**src/rtl/march_pkg.sv**
```systemverilog
package march_pkg;
    localparam int BG_IDX_W = 5;

    localparam logic [1:0] ALG_MARCH_Y = 2'd0;
    localparam logic [1:0] ALG_LR      = 2'd1;

    typedef enum logic [1:0] {
        ST_IDLE  = 2'd0,
        ST_RUN   = 2'd1,
        ST_DRAIN = 2'd2
    } seq_st_e;
endpackage

```
**src/rtl/march_elem_decode.sv**
```systemverilog
module march_elem_decode
    import march_pkg::*;
#(
    parameter int ELEM_W = 4,
    parameter int NBG    = 3
) (
    input  logic [1:0]          alg_i,
    input  logic [ELEM_W-1:0]   elem_i,
    input  logic [2:0]          op_i,
    output logic [2:0]          len_o,
    output logic                desc_o,
    output logic                last_o,
    output logic                wr_o,
    output logic                inv_o,
    output logic [BG_IDX_W-1:0] bg_o
);
    // fixed elements: bit i of wrm = op i writes, bit i of valm = op i uses all-ones
    logic [7:0] wrm, valm;
    logic       tab;
    int         k, pr;

    always_comb begin
        len_o  = 3'd1;
        desc_o = 1'b0;
        last_o = 1'b0;
        wr_o   = 1'b0;
        inv_o  = 1'b0;
        bg_o   = '0;
        wrm    = '0;
        valm   = '0;
        tab    = 1'b1;
        k      = int'(elem_i) - 5;
        pr     = k / 2;
        if (alg_i == ALG_MARCH_Y) begin
            case (int'(elem_i))
                0: wrm = 8'b0000_0001;
                1: begin len_o = 3'd3; wrm = 8'b0000_0010; valm = 8'b0000_0110; end
                2: begin len_o = 3'd3; desc_o = 1'b1; wrm = 8'b0000_0010; valm = 8'b0000_0001; end
                default: last_o = 1'b1;
            endcase
        end else if (int'(elem_i) < 5) begin
            case (int'(elem_i))
                0: wrm = 8'b0000_0001;
                1: begin len_o = 3'd2; desc_o = 1'b1; wrm = 8'b0000_0010; valm = 8'b0000_0010; end
                2: begin len_o = 3'd5; wrm = 8'b0001_0010; valm = 8'b0001_0001; end
                3: begin len_o = 3'd2; wrm = 8'b0000_0010; valm = 8'b0000_0001; end
                default: begin len_o = 3'd5; wrm = 8'b0001_0010; valm = 8'b0000_1110; end
            endcase
        end else if (!alg_i[1]) begin
            last_o = 1'b1;
        end else begin
            tab = 1'b0;
            if (k >= 2 * NBG) begin
                last_o = 1'b1;
                bg_o   = BG_IDX_W'(NBG);
            end else if (k % 2 == 0) begin
                len_o = 3'd4;
                case (op_i)
                    3'd0:    bg_o = BG_IDX_W'(pr);
                    3'd1:    begin wr_o = 1'b1; bg_o = BG_IDX_W'(pr + 1); end
                    3'd2:    begin wr_o = 1'b1; inv_o = 1'b1; bg_o = BG_IDX_W'(pr + 1); end
                    default: begin inv_o = 1'b1; bg_o = BG_IDX_W'(pr + 1); end
                endcase
            end else begin
                len_o = 3'd3;
                case (op_i)
                    3'd0:    begin inv_o = 1'b1; bg_o = BG_IDX_W'(pr + 1); end
                    3'd1:    begin wr_o = 1'b1; bg_o = BG_IDX_W'(pr + 1); end
                    default: bg_o = BG_IDX_W'(pr + 1);
                endcase
            end
        end
        if (tab) begin
            wr_o  = wrm[op_i];
            inv_o = valm[op_i];
        end
    end
endmodule

```
**src/rtl/march_bg_pattern.sv**
```systemverilog
module march_bg_pattern
    import march_pkg::*;
#(
    parameter int DATA_W = 8
) (
    input  logic [BG_IDX_W-1:0] bg_i,
    input  logic                inv_i,
    output logic [DATA_W-1:0]   data_o
);
    logic [DATA_W-1:0] base;

    always_comb begin
        for (int j = 0; j < DATA_W; j++) begin
            if (bg_i == '0) base[j] = 1'b0;
            else            base[j] = 1'(j >> (int'(bg_i) - 1));
        end
        data_o = inv_i ? ~base : base;
    end
endmodule

```
**src/rtl/march_resp_check.sv**
```systemverilog
module march_resp_check #(
    parameter int ADDR_W = 4,
    parameter int DATA_W = 8
) (
    input  logic              clk,
    input  logic              rst_n,
    input  logic              clear_i,
    input  logic              req_re_i,
    input  logic [ADDR_W-1:0] req_addr_i,
    input  logic [DATA_W-1:0] req_exp_i,
    input  logic [DATA_W-1:0] rdata_i,
    output logic              fail_o,
    output logic [ADDR_W-1:0] fail_addr_o
);
    typedef struct packed {
        logic              pend;
        logic [ADDR_W-1:0] paddr;
        logic [DATA_W-1:0] pexp;
        logic              fail;
        logic [ADDR_W-1:0] faddr;
    } chk_s;

    chk_s q, d;
    logic mism;

    always_comb begin
        d       = q;
        d.pend  = req_re_i;
        d.paddr = req_addr_i;
        d.pexp  = req_exp_i;
        mism    = q.pend && (rdata_i != q.pexp);
        if (clear_i) begin
            d.fail  = 1'b0;
            d.faddr = '0;
        end else if (mism && !q.fail) begin
            d.fail  = 1'b1;
            d.faddr = q.paddr;
        end
    end

    always_ff @(posedge clk or negedge rst_n) begin
        if (!rst_n) q <= '0;
        else        q <= d;
    end

    assign fail_o      = q.fail;
    assign fail_addr_o = q.faddr;

    p_mismatch_sets_fail_r7: assert property (@(posedge clk) disable iff (!rst_n)
        (q.pend && (rdata_i != q.pexp) && !clear_i) |=> fail_o);
    p_first_addr_kept_r7: assert property (@(posedge clk) disable iff (!rst_n)
        (fail_o && !clear_i) |=> (fail_o && $stable(fail_addr_o)));
endmodule

```
**src/rtl/march_bist_ctrl.sv**
```systemverilog
module march_bist_ctrl
    import march_pkg::*;
#(
    parameter int ADDR_W = 4,
    parameter int DATA_W = 8
) (
    input  logic              clk,
    input  logic              rst_n,
    input  logic              start,
    input  logic [1:0]        alg_sel,
    output logic [ADDR_W-1:0] mem_addr,
    output logic [DATA_W-1:0] mem_wdata,
    output logic              mem_we,
    output logic              mem_re,
    input  logic [DATA_W-1:0] mem_rdata,
    output logic              done,
    output logic              fail,
    output logic [ADDR_W-1:0] fail_addr
);
    localparam int N      = 1 << ADDR_W;
    localparam int NBG    = (DATA_W > 1) ? $clog2(DATA_W) : 0;
    localparam int ELEM_W = $clog2(2 * NBG + 7);
    localparam logic [ADDR_W-1:0] ADDR_TOP = ADDR_W'(N - 1);

    typedef struct packed {
        seq_st_e           st;
        logic [1:0]        alg;
        logic [ELEM_W-1:0] elem;
        logic [2:0]        op;
        logic [ADDR_W-1:0] addr;
        logic              we;
        logic              re;
        logic [DATA_W-1:0] wdata;
        logic              done;
    } seq_s;

    seq_s q, d;

    // current-element view
    logic [2:0]          cur_len;
    logic                cur_desc, cur_last, cur_wr, cur_inv;
    logic [BG_IDX_W-1:0] cur_bg;
    // next-cursor view
    logic [1:0]          nx_alg;
    logic [ELEM_W-1:0]   nx_elem;
    logic [2:0]          nx_op, nx_len;
    logic [ADDR_W-1:0]   nx_addr;
    logic                nx_new, nx_issue, nx_drain, accept;
    logic                nx_desc, nx_last, nx_wr, nx_inv;
    logic [BG_IDX_W-1:0] nx_bg;
    logic [DATA_W-1:0]   nx_pat;

    march_elem_decode #(.ELEM_W(ELEM_W), .NBG(NBG)) u_dec_cur (
        .alg_i(q.alg), .elem_i(q.elem), .op_i(q.op),
        .len_o(cur_len), .desc_o(cur_desc), .last_o(cur_last),
        .wr_o(cur_wr), .inv_o(cur_inv), .bg_o(cur_bg)
    );

    march_elem_decode #(.ELEM_W(ELEM_W), .NBG(NBG)) u_dec_nxt (
        .alg_i(nx_alg), .elem_i(nx_elem), .op_i(nx_op),
        .len_o(nx_len), .desc_o(nx_desc), .last_o(nx_last),
        .wr_o(nx_wr), .inv_o(nx_inv), .bg_o(nx_bg)
    );

    march_bg_pattern #(.DATA_W(DATA_W)) u_pat (
        .bg_i(nx_bg), .inv_i(nx_inv), .data_o(nx_pat)
    );

    // cursor advance: op -> address -> element
    always_comb begin
        nx_alg   = q.alg;
        nx_elem  = q.elem;
        nx_op    = q.op;
        nx_addr  = q.addr;
        nx_new   = 1'b0;
        nx_issue = 1'b0;
        nx_drain = 1'b0;
        accept   = 1'b0;
        case (q.st)
            ST_IDLE: if (start) begin
                accept   = 1'b1;
                nx_alg   = alg_sel;
                nx_elem  = '0;
                nx_op    = '0;
                nx_new   = 1'b1;
                nx_issue = 1'b1;
            end
            ST_RUN: begin
                if (q.op != cur_len - 3'd1) begin
                    nx_op    = q.op + 3'd1;
                    nx_issue = 1'b1;
                end else if (q.addr != (cur_desc ? '0 : ADDR_TOP)) begin
                    nx_op    = '0;
                    nx_addr  = cur_desc ? q.addr - ADDR_W'(1) : q.addr + ADDR_W'(1);
                    nx_issue = 1'b1;
                end else if (cur_last) begin
                    nx_drain = 1'b1;
                end else begin
                    nx_elem  = q.elem + ELEM_W'(1);
                    nx_op    = '0;
                    nx_new   = 1'b1;
                    nx_issue = 1'b1;
                end
            end
            default: ;
        endcase
    end

    always_comb begin
        d      = q;
        d.done = 1'b0;
        d.alg  = nx_alg;
        d.elem = nx_elem;
        d.op   = nx_op;
        d.addr = nx_new ? (nx_desc ? ADDR_TOP : '0) : nx_addr;
        d.we   = nx_issue & nx_wr;
        d.re   = nx_issue & ~nx_wr;
        if (nx_issue) d.wdata = nx_pat;
        case (q.st)
            ST_IDLE:  if (accept) d.st = ST_RUN;
            ST_RUN:   if (nx_drain) d.st = ST_DRAIN;
            ST_DRAIN: begin d.st = ST_IDLE; d.done = 1'b1; end
            default:  d.st = ST_IDLE;
        endcase
    end

    always_ff @(posedge clk or negedge rst_n) begin
        if (!rst_n) q <= '0;
        else        q <= d;
    end

    march_resp_check #(.ADDR_W(ADDR_W), .DATA_W(DATA_W)) u_chk (
        .clk(clk), .rst_n(rst_n), .clear_i(accept),
        .req_re_i(q.re), .req_addr_i(q.addr), .req_exp_i(q.wdata),
        .rdata_i(mem_rdata), .fail_o(fail), .fail_addr_o(fail_addr)
    );

    assign mem_addr  = q.addr;
    assign mem_wdata = q.wdata;
    assign mem_we    = q.we;
    assign mem_re    = q.re;
    assign done      = q.done;

    p_idle_quiet_r6: assert property (@(posedge clk) disable iff (!rst_n)
        (q.st == ST_IDLE) |-> !(mem_we || mem_re));
    p_one_op_per_cycle_r6: assert property (@(posedge clk) disable iff (!rst_n)
        (q.st == ST_RUN) |-> (mem_we ^ mem_re));
    p_done_single_r8: assert property (@(posedge clk) disable iff (!rst_n)
        done |=> !done);
    p_alg_locked_r1: assert property (@(posedge clk) disable iff (!rst_n)
        (q.st != ST_IDLE) |=> $stable(q.alg));
endmodule

```
**config.mk**
```make
export PLATFORM = sky130hd
export DESIGN_NAME = march_bist_ctrl
export DESIGN_NICKNAME = d
export VERILOG_FILES = /design/src/rtl/march_pkg.sv /design/src/rtl/march_elem_decode.sv /design/src/rtl/march_bg_pattern.sv /design/src/rtl/march_resp_check.sv /design/src/rtl/march_bist_ctrl.sv
export SDC_FILE = /design/constraint.sdc
export NUM_CORES = 1
export LEC_CHECK = 0
export BUFFER_PORTS_ARGS = -buffer_cell sky130_fd_sc_hd__clkbuf_2
export CORE_MARGIN = 3
export CORE_UTILIZATION = 45
export DETAILED_ROUTE_END_ITERATION = 10
export GPL_TIMING_DRIVEN = 0
export SETUP_SLACK_MARGIN = 0.4
export SYNTH_ARGS = -nofsm -noshare
export SYNTH_HDL_FRONTEND = slang
export SYNTH_SLANG_ARGS = --single-unit
```
**constraint.sdc**
```tcl
create_clock -name clk -period 6.7 [get_ports clk]
set_input_delay 0.67 -clock clk [delete_from_list [all_inputs] [get_ports clk]]
set_output_delay 0.67 -clock clk [all_outputs]
set_load 0.02 [all_outputs]
```
# After elaboration in Yosys (flattened, before gate mapping)
# Index checks and enable logic that the tools add are counted.
totals:
  out_inout_bits: 20
  wordCells: 187
  reg_bits: 44
  in_bits: 13
op_classes:
  order_cmp: 5
  n_addsub: 10
  muxes: 104
  n_reduce_logical: 24
  shift: 8
  n_eq_ne: 16
  bitwise_logic: 6
ops:
  columns: ["op", "count"]
  rows:
  - ["right shift 3 x 32 -> 1 bit (first input constant)", 4]
  - ["logical NOT 32 bit", 2]
  - ["right shift 1 x 32 -> 1 bit (first input constant)", 2]
  - ["right shift 2 x 32 -> 1 bit (first input constant)", 2]
  - ["two-way mux 1 bit", 54]
  - ["two-way mux 4 bit", 11]
  - ["two-way mux 5 bit", 8]
  - ["two-way mux 8 bit", 5]
  - [">= comparator 32 x 4 -> 1 bit (second input constant)", 1]
  - ["two-way mux 3 bit", 9]
  - ["case mux 5 bit (4 select lines)", 1]
  - ["case mux 3 bit (2 select lines)", 3]
  - ["equality test 4 x 2 -> 1 bit (second input constant)", 4]
  - ["OR reduction 2 bit", 6]
  - ["two-way mux 2 bit", 5]
  - ["case mux 5 bit (2 select lines)", 1]
  - ["subtractor 4 x 3 -> 5 bit (second input constant)", 2]
  - ["adder 4 x 1 -> 4 bit (second input constant)", 2]
  - ["equality test 4 x 1 -> 1 bit (second input constant)", 2]
  - ["logical NOT 4 bit", 2]
  - ["less-than comparator 4 x 3 -> 1 bit (second input constant)", 2]
  - ["!= test 8 bit", 1]
  - ["NOT 8 bit", 1]
  - ["case mux 2 bit (2 select lines)", 2]
  - ["other kinds (29)", 41]

# Longest topological paths before layout
logic_depth:
  word_depth: 27
  mapped_depth: 31
  mapped_depth_nobuf: 30

# Cells and area by module
# A second synthesis with hierarchy kept.
unflattened:
  cells_unflattened: 396
  hier_area_um2: 3638.5
by_module_without_submodules:
  columns: ["mod", "area_per_inst_um2", "n_inst", "cells_per_inst", "seq_area_each_um2"]
  rows:
  - ["march_bist_ctrl", 1381.3, 1, 124, 650.6]
  - ["march_elem_decode", 634.4, 2, 93, 0.0]
  - ["march_resp_check", 698.2, 1, 48, 450.4]
  - ["march_bg_pattern", 290.3, 1, 38, 0.0]

# Least setup slack after synthesis
# OpenSTA, ideal clock, no wires.
synth_path:
  path_kind: "register to register"
  from: "register q[18] (netlist bit)"
  to: "register q (netlist bit mem_wdata[7])"
  slack_ns: 0.883
  setup_ns: 0.069
  path_stages_with_launch: 29
  period_less_slack_ns: 5.817
  required_time_ns: 6.631
  path_buffers: 2
  arrival_time_ns: 5.748
  cell_sequence: "dfrtp_1 -> buf_6 -> inv_1 -> ha_1 -> xnor2_1 -> nand2_1 -> a41oi_4 -> a211oi_1 -> ha_1 -> xnor2_1 -> nand4b_1 -> a221o_1 -> a211oi_4 -> o2111a_2 -> a21o_1 -> inv_1 -> ha_1 -> nor2_1 -> nor3_1 -> ha_1 -> ha_1 -> ha_1 -> mux2_2 -> o21ai_0 -> ha_1 -> clkbuf_1 -> nand2b_1 -> o31a_1 -> nand3_1"
synth_rtl:
  columns: ["element", "line", "source"]
  rows:
  - ["start: declaration", "march_bist_ctrl.sv:37", "seq_s q, d;"]
  - ["start signal: assignment", "march_bist_ctrl.sv:128", "if (!rst_n) q <= '0;"]
  - ["start signal: assignment", "march_bist_ctrl.sv:129", "else q <= d;"]

==> metrics.cfg <==
[cts]
htreeDepth = 2
cts-root-buf = clkbuf_8
clockBufferDepth = 2
clk_pin_slew_worst_paths_ps = 80
clock_latency_ps = 290
cts.sinks = 44
ctsHoldBuffers = 0
cts_tree = done
numCtsBuffers = 5

[floorplanning]
io-pin-count = 33
start_util_pct = 46.87
die_w_um = 90.58
fp.coreArea_um2 = 6869
std_cell_rows = 30
dieHeight_um = 90.58
dieArea_um2 = 8205

[detailed_routing]
totalWireLength_um = 7332
vias = 2691
wl_per_cell_um = 14.69
ant_nets = 0
dr.pass1.iters = 4
routed_via_density = 5.393
drtIter0Drc = 112
drc_errors = 0

[final_layout]
fin_nets = 434
design_area_um2 = 3944
final_common_cell = dfrtp_1
final_util_pct = 57.41
area.growth.synth_to_final_pct = 22.50
diodes = 0
final_cell_mix = 43 x dfrtp_1, 41 x buf_4, 33 x clkbuf_2
final_layout_size_suffix_gt1_share_pct = 33.75

[yosys]
netlist.area_leader.share_pct = 34.20
ys.flop_type = dfrtp_1
async_flop_share_pct = 100.0
yosysUniqueCellTypes = 77
syn_nets = 372
synth_area_leaders = dfrtp_1 34%, ha_1 7.0%, xnor2_1 4.6%
ys_ff_latch = 44
synth_area_um2 = 3219
ys_seq_area_share_pct = 34.20
synth_edf_count = 0
synthCells = 340
synth_area_leader_cell = dfrtp_1
avgSynthCellArea_um2 = 9.469
yosysWarnings = 0

[min_path]
min_delay_worst_endpoint = u_chk.q[17]
hp-class = flip-flop to flip-flop
min-delay-start = mem_re
hold_path_depth = 0

[setup_path]
critical_path_class = flip-flop to flip-flop
end_kind = flip-flop
reg2reg_from = q[18]
critPathMaxFanout = 9
critPathLaunchType = flip-flop
cp_slowest_cell = dfrtp_1
cp.arrival_ps = 6250
reg2reg_depth = 30
max_stage_delay_ps = 400
crit_required_ps = 6870
rrSetupSlack_ps = 620
rr_endpoint = mem_wdata[2]

[global_route]
antenna_found_initial = 0
grt_overflow_total = 0
grt_pass1_wl_um = 12150
grt_start_max_net_pins = 45
grt_pass1_vias = 2508
track_usage_pct = 17.83

[sta]
fmax_mhz = 164.4
period_minus_slack_ps = 6081
slew_viol_final = 0
fin_ws_ps = 618.8
finalClockSkew_ps = 6.682
worst_pin_slew_ps = 1077
fin_crit_sh_pct = 90.76
setup_violations = 0
rsz0062_at_grt = no
relSlewSlack_pct = 28.22
setup_tns_ps = 0
final_hold_viol_count = 0

[place]
pre_cts_slack_ps = 15.21
place.detailed.hpwl_um = 5184
port_buffers = 32
place_congestion = 0.8262
place_area_um2 = 3500

[power]
p_leak_nw = 1.775
total_power_w = 0.002338
p_per_area_nw_per_um2 = 592.9
vdd_drop_max_v = 0.0003457

[outcome]
status = finished, final reports clean

[run]
cap_violations = 0

layer usage:
| layer | global-route usage [%] | part of all wire, % | routed length (um) | up-vias |
|---|---|---|---|---|
| met3 | 2.667 | 1.8 | 135 | 6 |
| met4 | 4.337 | 0.95 | 70 | 0 |
| met5 | 0 | 0 | 0 | - |
| met2 | 30.70 | 51 | 3740 | 32 |
| li1 | - | - | - | 1338 |
| met1 | 23.48 | 46 | 3385 | 1315 |
synthesized netlist by cell type, drive strengths merged, types with 2 or more instances:
library cell  instances
or3                   2
xor2                  2
a41oi                 2
or4b                  2
mux2                  2
buf                  21
o2111a                2
mux2i                 6
a211oi                8
or2                   2
nor2b                 3
nand2                30
inv                  17
and3                  2
nand2b                4
o211ai                3
nand3                17
a21oi                10
xnor2                17
a211o                 4
ha                   18
and2                  4
a31o                  2
dfrtp                44
a21o                  3
o21bai                2
nor2                 26
a21boi                3
o31ai                 3
o21a                  6
o21ai                21
o31a                  4
nand4b                2
o22a                  4
nor3                  7
and4                  2
nand4                11
clkbuf                4
a2bb2oi               2
cell type report:
type,count,area (um^2)
buffer,25,185.2
tap,96,120.1
multi-input combinational,253,2006
sequential,44,1102
clock inverter,2,38.79
fill,622,2925
inverter,18,76.32
clock buffer,6,82.58
timing repair buffer,55,332.8
registers in the layout (all words and copies together) (netlist names):
| signal | cells |
|---|---|
| done | 1 |
| mem_addr | 4 |
| mem_re | 1 |
| mem_wdata | 8 |
| mem_we | 1 |
| q | 11 |
| u_chk.fail_addr_o | 4 |
| u_chk.fail_o | 1 |
| u_chk.q | 13 |
critical path, delay by kind of cell, from the launching register on:
family	cells	cell delay, ps
flip-flops	1	400
XOR/XNOR	2	320
adder cells (fa/ha/maj)	4	840
AND/OR/NAND/NOR	4	320
multiplexers	1	370
buffers and inverters	4	570
AO/OA/AOI/OAI	15	3160
repair_timing:
action                     CTS  global route
hold endpoints to repair     0             0
setup endpoints to repair    7             7
gates resized for setup     10            21
pin swaps                    2            15
buffers inserted             5            18
stage by stage:
step                      hold WS (ps)  instances
after floorplan                  374.4        340
after global placement           385.7        468
after detailed placement         391.2        468
after CTS                        410.0        481
after global routing             419.0        499
final                            397.7        499
where the power goes:
group | switching [W] | internal [W] | leakage, nW | total (W)
Sequential | 0.0000799 | 0.000361 | 0.546 | 0.000441
Combinational | 0.000949 | 0.000738 | 1.17 | 0.00169
Clock | 0.0000886 | 0.000122 | 0.0614 | 0.000210
kinds of logic after synthesis:
logic type	synth area share, %
and+or+nand+nor	19.70
AOI/OAI and AO/OA	22.31
DFF	34.20
buffers and inverters	7.812
xor gates and xnor gates	5.402
adders and majority gates	7.618
muxes	2.954
worst max-delay path by stage:
| stage | from | end | slack [ps] | cells past startpoint |
|---|---|---|---|---|
| finish | q[18] | mem_wdata[2] | 620 | 30 |
| CTS | q[18] | mem_wdata[7] | 400 | 30 |
| global placement | q[18] | mem_wdata[2] | 130 | 30 |
| floorplan | q[18] | mem_wdata[7] | 880 | 28 |
| detailed placement | q[18] | mem_wdata[2] | 20 | 30 |
| global route | q[18] | mem_wdata[2] | 320 | 31 |
Note: power is estimated with default switching activity, not from simulation.
